[src/rtl/bus_turn_pkg.sv]
package bus_turn_pkg;
  typedef enum logic [1:0] {
    ST_DRIVE    = 2'd0,
    ST_DISABLE  = 2'd1,
    ST_SWITCH   = 2'd2,
    ST_REENABLE = 2'd3
  } turn_state_t;
endpackage

[src/rtl/bus_turn_guard.sv]
// Phase length counter: done pulses on the last cycle of a GUARD-long phase.
module bus_turn_guard #(
  parameter int GUARD = 2
) (
  input  logic clk,
  input  logic rst,
  input  logic clear,
  output logic done
);
  localparam int CW = (GUARD > 1) ? $clog2(GUARD) : 1;
  localparam logic [CW-1:0] LAST = CW'(GUARD - 1);

  logic [CW-1:0] cnt;

  always_ff @(posedge clk) begin
    if (rst || clear) cnt <= '0;
    else              cnt <= cnt + 1'b1;
  end

  assign done = (cnt == LAST);

  // phase counter never runs past the guard length
  p_cnt_bound_r6: assert property (@(posedge clk) disable iff (rst) cnt <= LAST);
endmodule

[src/rtl/bus_turn_fsm.sv]
// Break-before-make sequencer: disable, switch, re-enable.
module bus_turn_fsm
  import bus_turn_pkg::*;
#(
  parameter bit RST_DIR = 1'b1
) (
  input  logic        clk,
  input  logic        rst,
  input  logic        dir_req,
  input  logic        phase_done,
  output logic        guard_clear,
  output logic        dir_q,
  output logic        en_q,
  output logic        busy_q
);
  turn_state_t state;

  assign guard_clear = (state == ST_DRIVE) || phase_done;

  always_ff @(posedge clk) begin
    if (rst) begin
      state  <= ST_DRIVE;
      dir_q  <= RST_DIR;
      en_q   <= 1'b1;
      busy_q <= 1'b0;
    end else begin
      case (state)
        ST_DRIVE: begin
          if (dir_req != dir_q) begin
            state  <= ST_DISABLE;
            en_q   <= 1'b0;
            busy_q <= 1'b1;
          end
        end
        ST_DISABLE: begin
          if (phase_done) begin
            state <= ST_SWITCH;
            dir_q <= ~dir_q;
          end
        end
        ST_SWITCH: begin
          if (phase_done) begin
            state <= ST_REENABLE;
            en_q  <= 1'b1;
          end
        end
        ST_REENABLE: begin
          if (phase_done) begin
            state  <= ST_DRIVE;
            busy_q <= 1'b0;
          end
        end
        default: state <= ST_DRIVE;
      endcase
    end
  end

  // a differing request drops the enable and raises busy, direction held
  p_en_drop_r4: assert property (@(posedge clk) disable iff (rst)
    (state == ST_DRIVE && dir_req != dir_q) |=> (!en_q && busy_q && $stable(dir_q)));
  // direction moves only with drivers already off for a cycle
  p_dir_hold_r5: assert property (@(posedge clk) disable iff (rst)
    !$stable(dir_q) |-> (!en_q && !$past(en_q)));
  // direction moves only when leaving the disable phase
  p_dir_phase_r9: assert property (@(posedge clk) disable iff (rst)
    !$stable(dir_q) |-> ($past(state) == ST_DISABLE));
  // drivers are off only inside a turnaround
  p_busy_cover_r7: assert property (@(posedge clk) disable iff (rst)
    !en_q |-> busy_q);
endmodule

[src/rtl/bus_turn_bank.sv]
// Tristate driver bank onto a pulled-up segment, modelled per bit.
module bus_turn_bank #(
  parameter int WIDTH = 8
) (
  input  logic             oe,
  input  logic [WIDTH-1:0] src,
  output logic [WIDTH-1:0] seg
);
  for (genvar i = 0; i < WIDTH; i++) begin : g_bit
    assign seg[i] = oe ? src[i] : 1'b1;
  end
endmodule

[src/rtl/bus_turn_ctrl.sv]
module bus_turn_ctrl #(
  parameter int WIDTH   = 8,
  parameter int GUARD   = 2,
  parameter bit RST_DIR = 1'b1
) (
  input  logic             clk,
  input  logic             rst,
  input  logic             dir_req,
  input  logic [WIDTH-1:0] left_src,
  input  logic [WIDTH-1:0] right_src,
  output logic             dir_out,
  output logic             drv_en,
  output logic             l2r_en,
  output logic             r2l_en,
  output logic             busy,
  output logic             xfer_ready,
  output logic [WIDTH-1:0] left_bus,
  output logic [WIDTH-1:0] right_bus
);
  logic guard_clear;
  logic phase_done;

  bus_turn_guard #(.GUARD(GUARD)) u_guard (
    .clk   (clk),
    .rst   (rst),
    .clear (guard_clear),
    .done  (phase_done)
  );

  bus_turn_fsm #(.RST_DIR(RST_DIR)) u_fsm (
    .clk         (clk),
    .rst         (rst),
    .dir_req     (dir_req),
    .phase_done  (phase_done),
    .guard_clear (guard_clear),
    .dir_q       (dir_out),
    .en_q        (drv_en),
    .busy_q      (busy)
  );

  assign l2r_en     = drv_en & dir_out;
  assign r2l_en     = drv_en & ~dir_out;
  assign xfer_ready = ~busy;

  bus_turn_bank #(.WIDTH(WIDTH)) u_bank_l2r (
    .oe  (l2r_en),
    .src (left_src),
    .seg (right_bus)
  );

  bus_turn_bank #(.WIDTH(WIDTH)) u_bank_r2l (
    .oe  (r2l_en),
    .src (right_src),
    .seg (left_bus)
  );

  // the two banks never drive together
  p_no_overlap_r8: assert property (@(posedge clk) disable iff (rst)
    !(l2r_en && r2l_en));
  // an undriven segment reads the pull-up value
  p_float_r3: assert property (@(posedge clk) disable iff (rst)
    (!drv_en) |-> (left_bus == '1 && right_bus == '1));
  // handshake may proceed only with drivers on
  p_ready_en_r7: assert property (@(posedge clk) disable iff (rst)
    xfer_ready |-> drv_en);
endmodule

[config.mk]
export PLATFORM = sky130hd
export DESIGN_NAME = bus_turn_ctrl
export DESIGN_NICKNAME = d
export VERILOG_FILES = /design/src/rtl/bus_turn_pkg.sv /design/src/rtl/bus_turn_guard.sv /design/src/rtl/bus_turn_fsm.sv /design/src/rtl/bus_turn_bank.sv /design/src/rtl/bus_turn_ctrl.sv
export SDC_FILE = /design/constraint.sdc
export NUM_CORES = 1
export LEC_CHECK = 0
export BUFFER_PORTS_ARGS = -buffer_cell sky130_fd_sc_hd__clkbuf_2
export CAP_MARGIN = 20
export CORE_AREA = 2 2 41 43
export DETAILED_ROUTE_END_ITERATION = 16
export DIE_AREA = 0 0 43 45
export GPL_TIMING_DRIVEN = 0
export PLACE_DENSITY = 0.71
export SYNTH_ARGS = -nofsm -noshare
export SYNTH_HDL_FRONTEND = slang
export SYNTH_HIERARCHICAL = 1
export SYNTH_SLANG_ARGS = --single-unit
[constraint.sdc]
create_clock -name clk -period 1.8 [get_ports clk]
set_input_delay 0 -clock clk [delete_from_list [all_inputs] [get_ports clk]]
set_output_delay 0 -clock clk [all_outputs]
set_load 0.02 [all_outputs]
==> summary.txt, run 1 <==
Placement
  • Setup WS pre-CTS: 348.7 ps
  • Count of input and output buffers: 40
  • Detailed placement HPWL: 961.1 um
  • RD Place Congestion: 0.7868

Clock network
  • Root buf cell: sky130_fd_sc_hd__clkbuf_4
  • TritonCTS buffer count: 3
  • Maximum count of clock buffers along a single path: 2
  • Clock latency on the worst-skew pair: 240 ps
  • Number of H-tree levels: 1
  • Post-CTS Repair Setup Buffers: 0
  • Clock tree from TritonCTS: yes
  • Clock Sinks: 6
  • Clock-pin slew on the worst setup and hold paths: roughly 40 ps
  • Hold bufs inserted after CTS: 0
  • Total of cells resized after clock tree synthesis: 0

STA
  • Final setup fails: 0
  • Max Clock Freq: 0.6894 GHz
  • Transition at the pin with the smallest max-transition slack: 254.1 ps
  • Headroom to the max-slew limit: 0.8298
  • Setup slack after layout: between 300 and 400 ps
  • Max-slew violation count: 0
  • Final Cycle Share: 0.8058
  • Post-Route Setup TNS: 0 ps
  • Clock period minus worst slack: between 1000 and 1500 ps
  • Final count of hold timing violations: 0
  • Final Skew: between 0.3 and 0.4 ps
  • Setup repair after global routing missed its margin: no

Synth
  • Yosys top cell area share: 0.2437
  • Top cells by area, synth: sky130_fd_sc_hd__dfxtp_1 (24%), sky130_fd_sc_hd__nand2b_1 (24%), sky130_fd_sc_hd__ha_1 (13%), sky130_fd_sc_hd__mux2i_1 (4.1%), sky130_fd_sc_hd__inv_1 (3.8%)
  • Asr flop ratio synth: 0
  • Synthesis Warnings: 6
  • Cell types with the highest counts after synthesis: sky130_fd_sc_hd__nand2b_1 (19), sky130_fd_sc_hd__dfxtp_1 (6), sky130_fd_sc_hd__ha_1 (5), sky130_fd_sc_hd__inv_1 (5), sky130_fd_sc_hd__a21oi_1 (3)
  • Post-Synthesis Net Count: 81
  • Number of flip-flops and latches in the synthesized netlist: 6
  • Most repeated cell in the gate-level netlist after synthesis: sky130_fd_sc_hd__nand2b_1
  • Count of cell types in the netlist: 21
  • Gate count after technology mapping: 57
  • Most used DFF post-synth: sky130_fd_sc_hd__dfxtp_1
  • Netlist area before placement: between 400 and 500 um2
  • Mean Syn Cell Area: 8.649 um2
  • Leading area contributor after synthesis: sky130_fd_sc_hd__dfxtp_1
  • EDFF count, synth: 0
  • Share of synthesized area occupied by flip-flops and latches: 0.2437

Global routing
  • Number of antenna violations at the first check in global routing: 0
  • Overflow left after global routing: 0
  • Number of global-route vias before repair: roughly 440
  • Global routing usage on met1: 0.1256
  • Most heavily used metal layer in global routing: met2
  • GR Util met3: 0.08400
  • Met2 GRT Util: 0.2091
  • Global-route wire length before repair: between 1500 and 2000 um
  • Overall routing resource usage: 0.1239
  • Maximum number of pins on one net before global-route repair: 10

Worst setup path
  • Worst setup path class: register to register
  • Arrival time of data at the critical path endpoint: around 1600 ps
  • Largest fanout on the critical path: 4
  • Required time of the critical path: approximately 2000 ps
  • Crit. End Element: register
  • Startpoint type of the worst setup path: register

Pwr
  • Leakage: between 0.3 and 0.4 nW
  • Internal power consumption: around 520 uW
  • Combinational Power Share: 0.626
  • Share of total power in the clock network: 0.129
  • Total power divided by cell area: around 1300 mW/mm2
  • Largest voltage drop on the vdd net: slightly above 700 uV
  • Switching power share of the total: 0.4627
  • Flop pwr share: 0.245
  • Switching power: 445.5 uW

Flow run
  • Reported max-cap violation count: 0

Drt
  • Via density per instance: 4.621
  • First DRT Iteration DRCs: 5
  • Routed Wire Length: roughly 1100 um
  • Avg WL per Cell: 9.500 um
  • Post-route DRC violation count: 0
  • Total vias in the final route: ~540
  • Router iterations before antenna repair: 3
  • Post-DRT Antenna Nets: 0

Worst hold path
  • Tightest Hold Check Type: input port to register

Cells and area
  • Ant diodes: 0
  • Layout overhead on the synthesized area: 49.24%
  • Share of final-layout standard cells stronger than drive strength 1: 0.4900
  • Net count, final: 126

Floorplanning
  • Row cnt: 14
  • Area enclosed by the die boundary: around 0.0019 mm2
  • DIE WIDTH: around 43 um
  • Placeable core region: ~0.0015 mm2
  • Boundary Pins: just over 40
  • Effective utilization at floorplan: 0.3350
  • Floorplan die height: between 40 and 50 um

Run status
  • Outcome: complete, no violations
==> placed cells by master, fill, tap and decap left out <==
master,instances
sky130_fd_sc_hd__mux2i_1,2
sky130_fd_sc_hd__o221a_1,1
sky130_fd_sc_hd__a21oi_1,3
sky130_fd_sc_hd__ha_1,5
sky130_fd_sc_hd__o21ai_1,1
sky130_fd_sc_hd__and3_1,1
sky130_fd_sc_hd__nor3_2,1
sky130_fd_sc_hd__a21boi_1,1
sky130_fd_sc_hd__and2_4,1
sky130_fd_sc_hd__nor3_1,1
sky130_fd_sc_hd__clkbuf_2,40
sky130_fd_sc_hd__and2b_2,1
sky130_fd_sc_hd__dfxtp_1,6
sky130_fd_sc_hd__a2bb2oi_2,1
sky130_fd_sc_hd__xnor2_2,1
sky130_fd_sc_hd__o211ai_1,1
sky130_fd_sc_hd__and2_2,1
sky130_fd_sc_hd__nand2_1,2
sky130_fd_sc_hd__or2_1,1
sky130_fd_sc_hd__inv_1,5
sky130_fd_sc_hd__o21bai_1,2
sky130_fd_sc_hd__clkbuf_4,3
sky130_fd_sc_hd__nand2b_1,19
==> state kept, by name, indices dropped and copies added, names as in the netlist <==
register / count
u_guard/done: 1
u_fsm/state: 2
u_fsm/dir_q: 1
u_fsm/busy_q: 1
u_fsm/en_q: 1
==> cells by family (layout without fill, tap and decap cells) <==
logic type      count (synthesis)  after routing  synth area share
compound gates                 10             10            0.1548
xor+xnor                        1              1           0.03300
fa+ha+maj                       5              5            0.1269
buf+inv                         5             48           0.03808
flops                           6              6            0.2437
mux                             2              2           0.04061
simple gates                   28             28            0.3630
==> stage by stage <==
step                hold slack, ps  utilization  area (um2)  power [mW]  cells
detailed placement           280.9       0.4847       713.2      0.8475    113
floorplan                    70.87            -       493.0      0.6786     57
finish                       27.68       0.5000       735.7      0.9627    116
global placement             273.9       0.4847       713.2      0.8315    113
CTS                          17.12       0.5000       735.7      0.9774    116
global route                 40.50       0.5000       735.7       1.046    116
==> worst max-delay path: stages (launching register included) <==
cell                        delay (ps)
sky130_fd_sc_hd__dfxtp_1           370
sky130_fd_sc_hd__inv_1             100
sky130_fd_sc_hd__ha_1              250
sky130_fd_sc_hd__nor3_1            250
sky130_fd_sc_hd__a2bb2oi_2         220
sky130_fd_sc_hd__mux2i_1           190
==> power by group through the flow <==
stage / combinational, mW / clock, mW / sequential (mW)
5_1_grt: 0.663 / 0.137 / 0.246
3_3_place_gp: 0.597 / 0 / 0.235
6_report: 0.603 / 0.124 / 0.236
4_1_cts: 0.609 / 0.132 / 0.236
3_5_place_dp: 0.608 / 0 / 0.239
2_1_floorplan: 0.427 / 0 / 0.251
==> worst paths after layout <==
kind,from,to,slack [ps],depth (start not counted)
worst max-delay path,u_fsm/state[0],u_fsm/state[0],350,5
worst min-delay path,rst,u_guard/done,30,2
worst max register to register,u_fsm/state[0],u_fsm/state[0],350,5
worst min register to register,u_fsm/state[0],u_fsm/state[0],520,2
==> area by class of cell <==
cell class,count,area (um2)
multi-input cells,46,354.1
flip-flops and latches,6,120.1
fillers,148,735.7
clock buffers,3,22.52
well taps,16,20.02
repair buffers,40,200.2
inverters,5,18.77
==> metal layers <==
metal  routed length, um  share of wire
met4                   0              0
met1                 397           0.36
met3                 196           0.18
met2                 508           0.46
met5                   0              0
(Power assumes the default switching activity.)
==> inputs of run 2 (changes only) <==
--- a/config.mk
+++ b/config.mk
@@ -7,11 +7,11 @@
 export LEC_CHECK = 0
 export BUFFER_PORTS_ARGS = -buffer_cell sky130_fd_sc_hd__clkbuf_2
 export CAP_MARGIN = 20
-export CORE_AREA = 2 2 41 43
+export CORE_AREA = 2 2 42 44
 export DETAILED_ROUTE_END_ITERATION = 16
-export DIE_AREA = 0 0 43 45
+export DIE_AREA = 0 0 44 46
 export GPL_TIMING_DRIVEN = 0
-export PLACE_DENSITY = 0.71
+export PLACE_DENSITY = 0.7
 export SYNTH_ARGS = -nofsm -noshare
 export SYNTH_HDL_FRONTEND = slang
 export SYNTH_HIERARCHICAL = 1
==> constraint.sdc (replaced) <==
create_clock -name clk -period 1.2 [get_ports clk]
set_input_delay 0 -clock clk [delete_from_list [all_inputs] [get_ports clk]]
set_output_delay 0 -clock clk [all_outputs]
set_load 0.02 [all_outputs]
==> summary.txt, run 2 (synthesized netlist as in run 1, its figures left out) <==
Cells and area
  • Final std cells w/o fill: 120
  • Layout overhead on the synthesized area: 67.51%
  • Top register by number of flip-flops: u_fsm/state
  • Max reg flops: 2
  • Net count, final: around 130
  • Share of final-layout standard cells stronger than drive strength 1: 0.5922
  • Most common library cell in the layout ignoring fill and taps: sky130_fd_sc_hd__clkbuf_2
  • Ant diodes: 0
  • Commonest cells after routing, fill and taps aside: sky130_fd_sc_hd__clkbuf_2 (40), sky130_fd_sc_hd__nand2b_1 (19)

Flow run
  • Reported max-cap violation count: 0

Drt
  • Routed Wire Length: 1213 um
  • First DRT Iteration DRCs: 6
  • Router iterations before antenna repair: 4
  • Avg WL per Cell: 10.11 um
  • Post-DRT Antenna Nets: 0
  • Post-route DRC violation count: 0
  • Via density per instance: between 4 and 5
  • Total vias in the final route: about 530

Global routing
  • Overflow left after global routing: 0
  • Number of global-route vias before repair: between 400 and 500
  • Overall routing resource usage: 0.1202
  • Maximum number of pins on one net before global-route repair: 10
  • Global-route wire length before repair: between 1500 and 2000 um
  • Number of antenna violations at the first check in global routing: 0

Run status
  • Outcome: finished, violations left
  • Failing checks: setup timing

Pwr
  • Leakage: between 0.4 and 0.5 nW
  • Total power divided by cell area: between 2000 and 2500 mW/mm2
  • Largest voltage drop on the vdd net: ~1100 uV

STA
  • Headroom to the max-slew limit: 0.8280
  • Final Cycle Share: 1.043
  • Smallest hold slack: approximately 18 ps
  • Max Clock Freq: roughly 0.8 GHz
  • Clock period minus worst slack: 1252 ps
  • Final count of hold timing violations: 0
  • Final setup fails: 2
  • Final Skew: 0.9122 ps
  • Max-slew violation count: 0
  • Transition at the pin with the smallest max-transition slack: between 200 and 300 ps
  • Setup slack after layout: -51.90 ps
  • Setup repair after global routing missed its margin: yes

Clock network
  • Clock latency on the worst-skew pair: between 200 and 300 ps
  • Root buf cell: sky130_fd_sc_hd__clkbuf_4
  • Clock Sinks: 6
  • TritonCTS buffer count: 3
  • Clock tree from TritonCTS: yes
  • Clock-pin slew on the worst setup and hold paths: 40 ps
  • Number of H-tree levels: 1
  • Hold bufs inserted after CTS: 0
  • Maximum count of clock buffers along a single path: 2

Worst setup path
  • Largest fanout on the critical path: 4
  • Reg-to-Reg Start: u_fsm/state[1]
  • End point of the critical path: u_fsm/state[1]
  • Required time of the critical path: around 1400 ps
  • Arrival time of data at the critical path endpoint: approximately 1400 ps
  • Critical path cell sequence: inv_4 -> ha_4 -> nor3_4 -> a2bb2oi_2 -> mux2i_1
  • Worst setup path class: register to register
  • R2R depth: 5
  • Crit Reg-Reg Endpoint: u_fsm/state[1]
  • Origin of the worst setup path: u_fsm/state[1]
  • Crit. End Element: register
  • R2R setup slack: -50 ps
  • Startpoint type of the worst setup path: register
  • Slowest stage delay, CP: approximately 380 ps
  • Worst path slowest cell: sky130_fd_sc_hd__dfxtp_4

Floorplanning
  • Area enclosed by the die boundary: 0.002024 mm2
  • Floorplan die height: 46 um
  • Row cnt: 15
  • Effective utilization at floorplan: 0.3054
  • Placeable core region: 0.001614 mm2
  • DIE WIDTH: between 40 and 50 um
  • Boundary Pins: a little over 40

Placement
  • Detailed placement HPWL: around 910 um
  • Instance count after placement with tap cells included: roughly 110
  • RD Place Congestion: between 0.7 and 0.8
  • Count of input and output buffers: 40

Worst hold path
  • Tightest Hold Check Type: input port to register
==> run 2: cell types whose count changed in the layout (fill, tap and decap cells not counted), moves of 2 or more <==
cell                      delta
sky130_fd_sc_hd__ha_4        +3
sky130_fd_sc_hd__dfxtp_1     -3
sky130_fd_sc_hd__inv_1       -2
sky130_fd_sc_hd__dfxtp_4     +2
sky130_fd_sc_hd__ha_1        -3
sky130_fd_sc_hd__buf_4       +2
==> run 2: critical path, delay by kind of cell, from the launching register on <==
kind                     cells  cell delay [ps]
buffers and inverters        1               50
adder cells (fa/ha/maj)      1              170
AO/OA/AOI/OAI                1              210
multiplexers                 1              190
flip-flops                   1              380
AND/OR/NAND/NOR              1              170
==> run 2: metrics by stage <==
step	utilization	TNS, ps	power [mW]	worst slack (ps)	instance area [um2]
global placement	0.4488	-139.4	1.270	-70.82	724.4
global route	0.5116	-244.8	1.810	-130.5	825.8
CTS	0.4791	-56.56	1.528	-31.14	773.2
finish	0.5116	-97.86	1.678	-51.90	825.8
floorplan	-	0	1.040	4.740	503.0
detailed placement	0.4488	-186.5	1.283	-95.96	724.4
==> run 2: what timing repair did <==
item                                   4_1_cts  5_1_grt
endpoints found under the hold margin        0        0
setup endpoints to repair                   18       10
gates resized for setup                      7        8
buffers inserted                             1        2
pin swaps                                    2        3
==> run 2: area by class of cell <==
cell class                 instances  area, um2
clock buffer                       3      22.52
fill                             155      788.3
inverter                           5      21.27
multi-input combinational         46      405.4
sequential                         6      128.9
tap                               17      21.27
timing repair buffer              43      226.5
==> run 2: how the worst min path moves through the flow <==
stage	start	to	depth (start not counted)	slack [ps]
4_1_cts	rst	u_guard/done	2	7
6_report	rst	u_guard/done	2	20
2_1_floorplan	rst	u_guard/done	1	70
3_5_place_dp	rst	u_guard/done	2	280
3_3_place_gp	rst	u_guard/done	2	280
5_1_grt	rst	u_guard/done	2	30
==> run 2: report_power, final <==
group	internal, mW	switching [mW]	total [mW]
clock network	0.113	0.0768	0.190
registers	0.289	0.116	0.405
logic	0.511	0.571	1.08
total	0.913	0.764	1.68
==> run 2: layer usage <==
metal / GRT usage / wire (um)
met1: 0.1277 / 459
met2: 0.2000 / 555
met3: 0.05952 / 197
met4: 0.05455 / 0
met5: 0 / 0
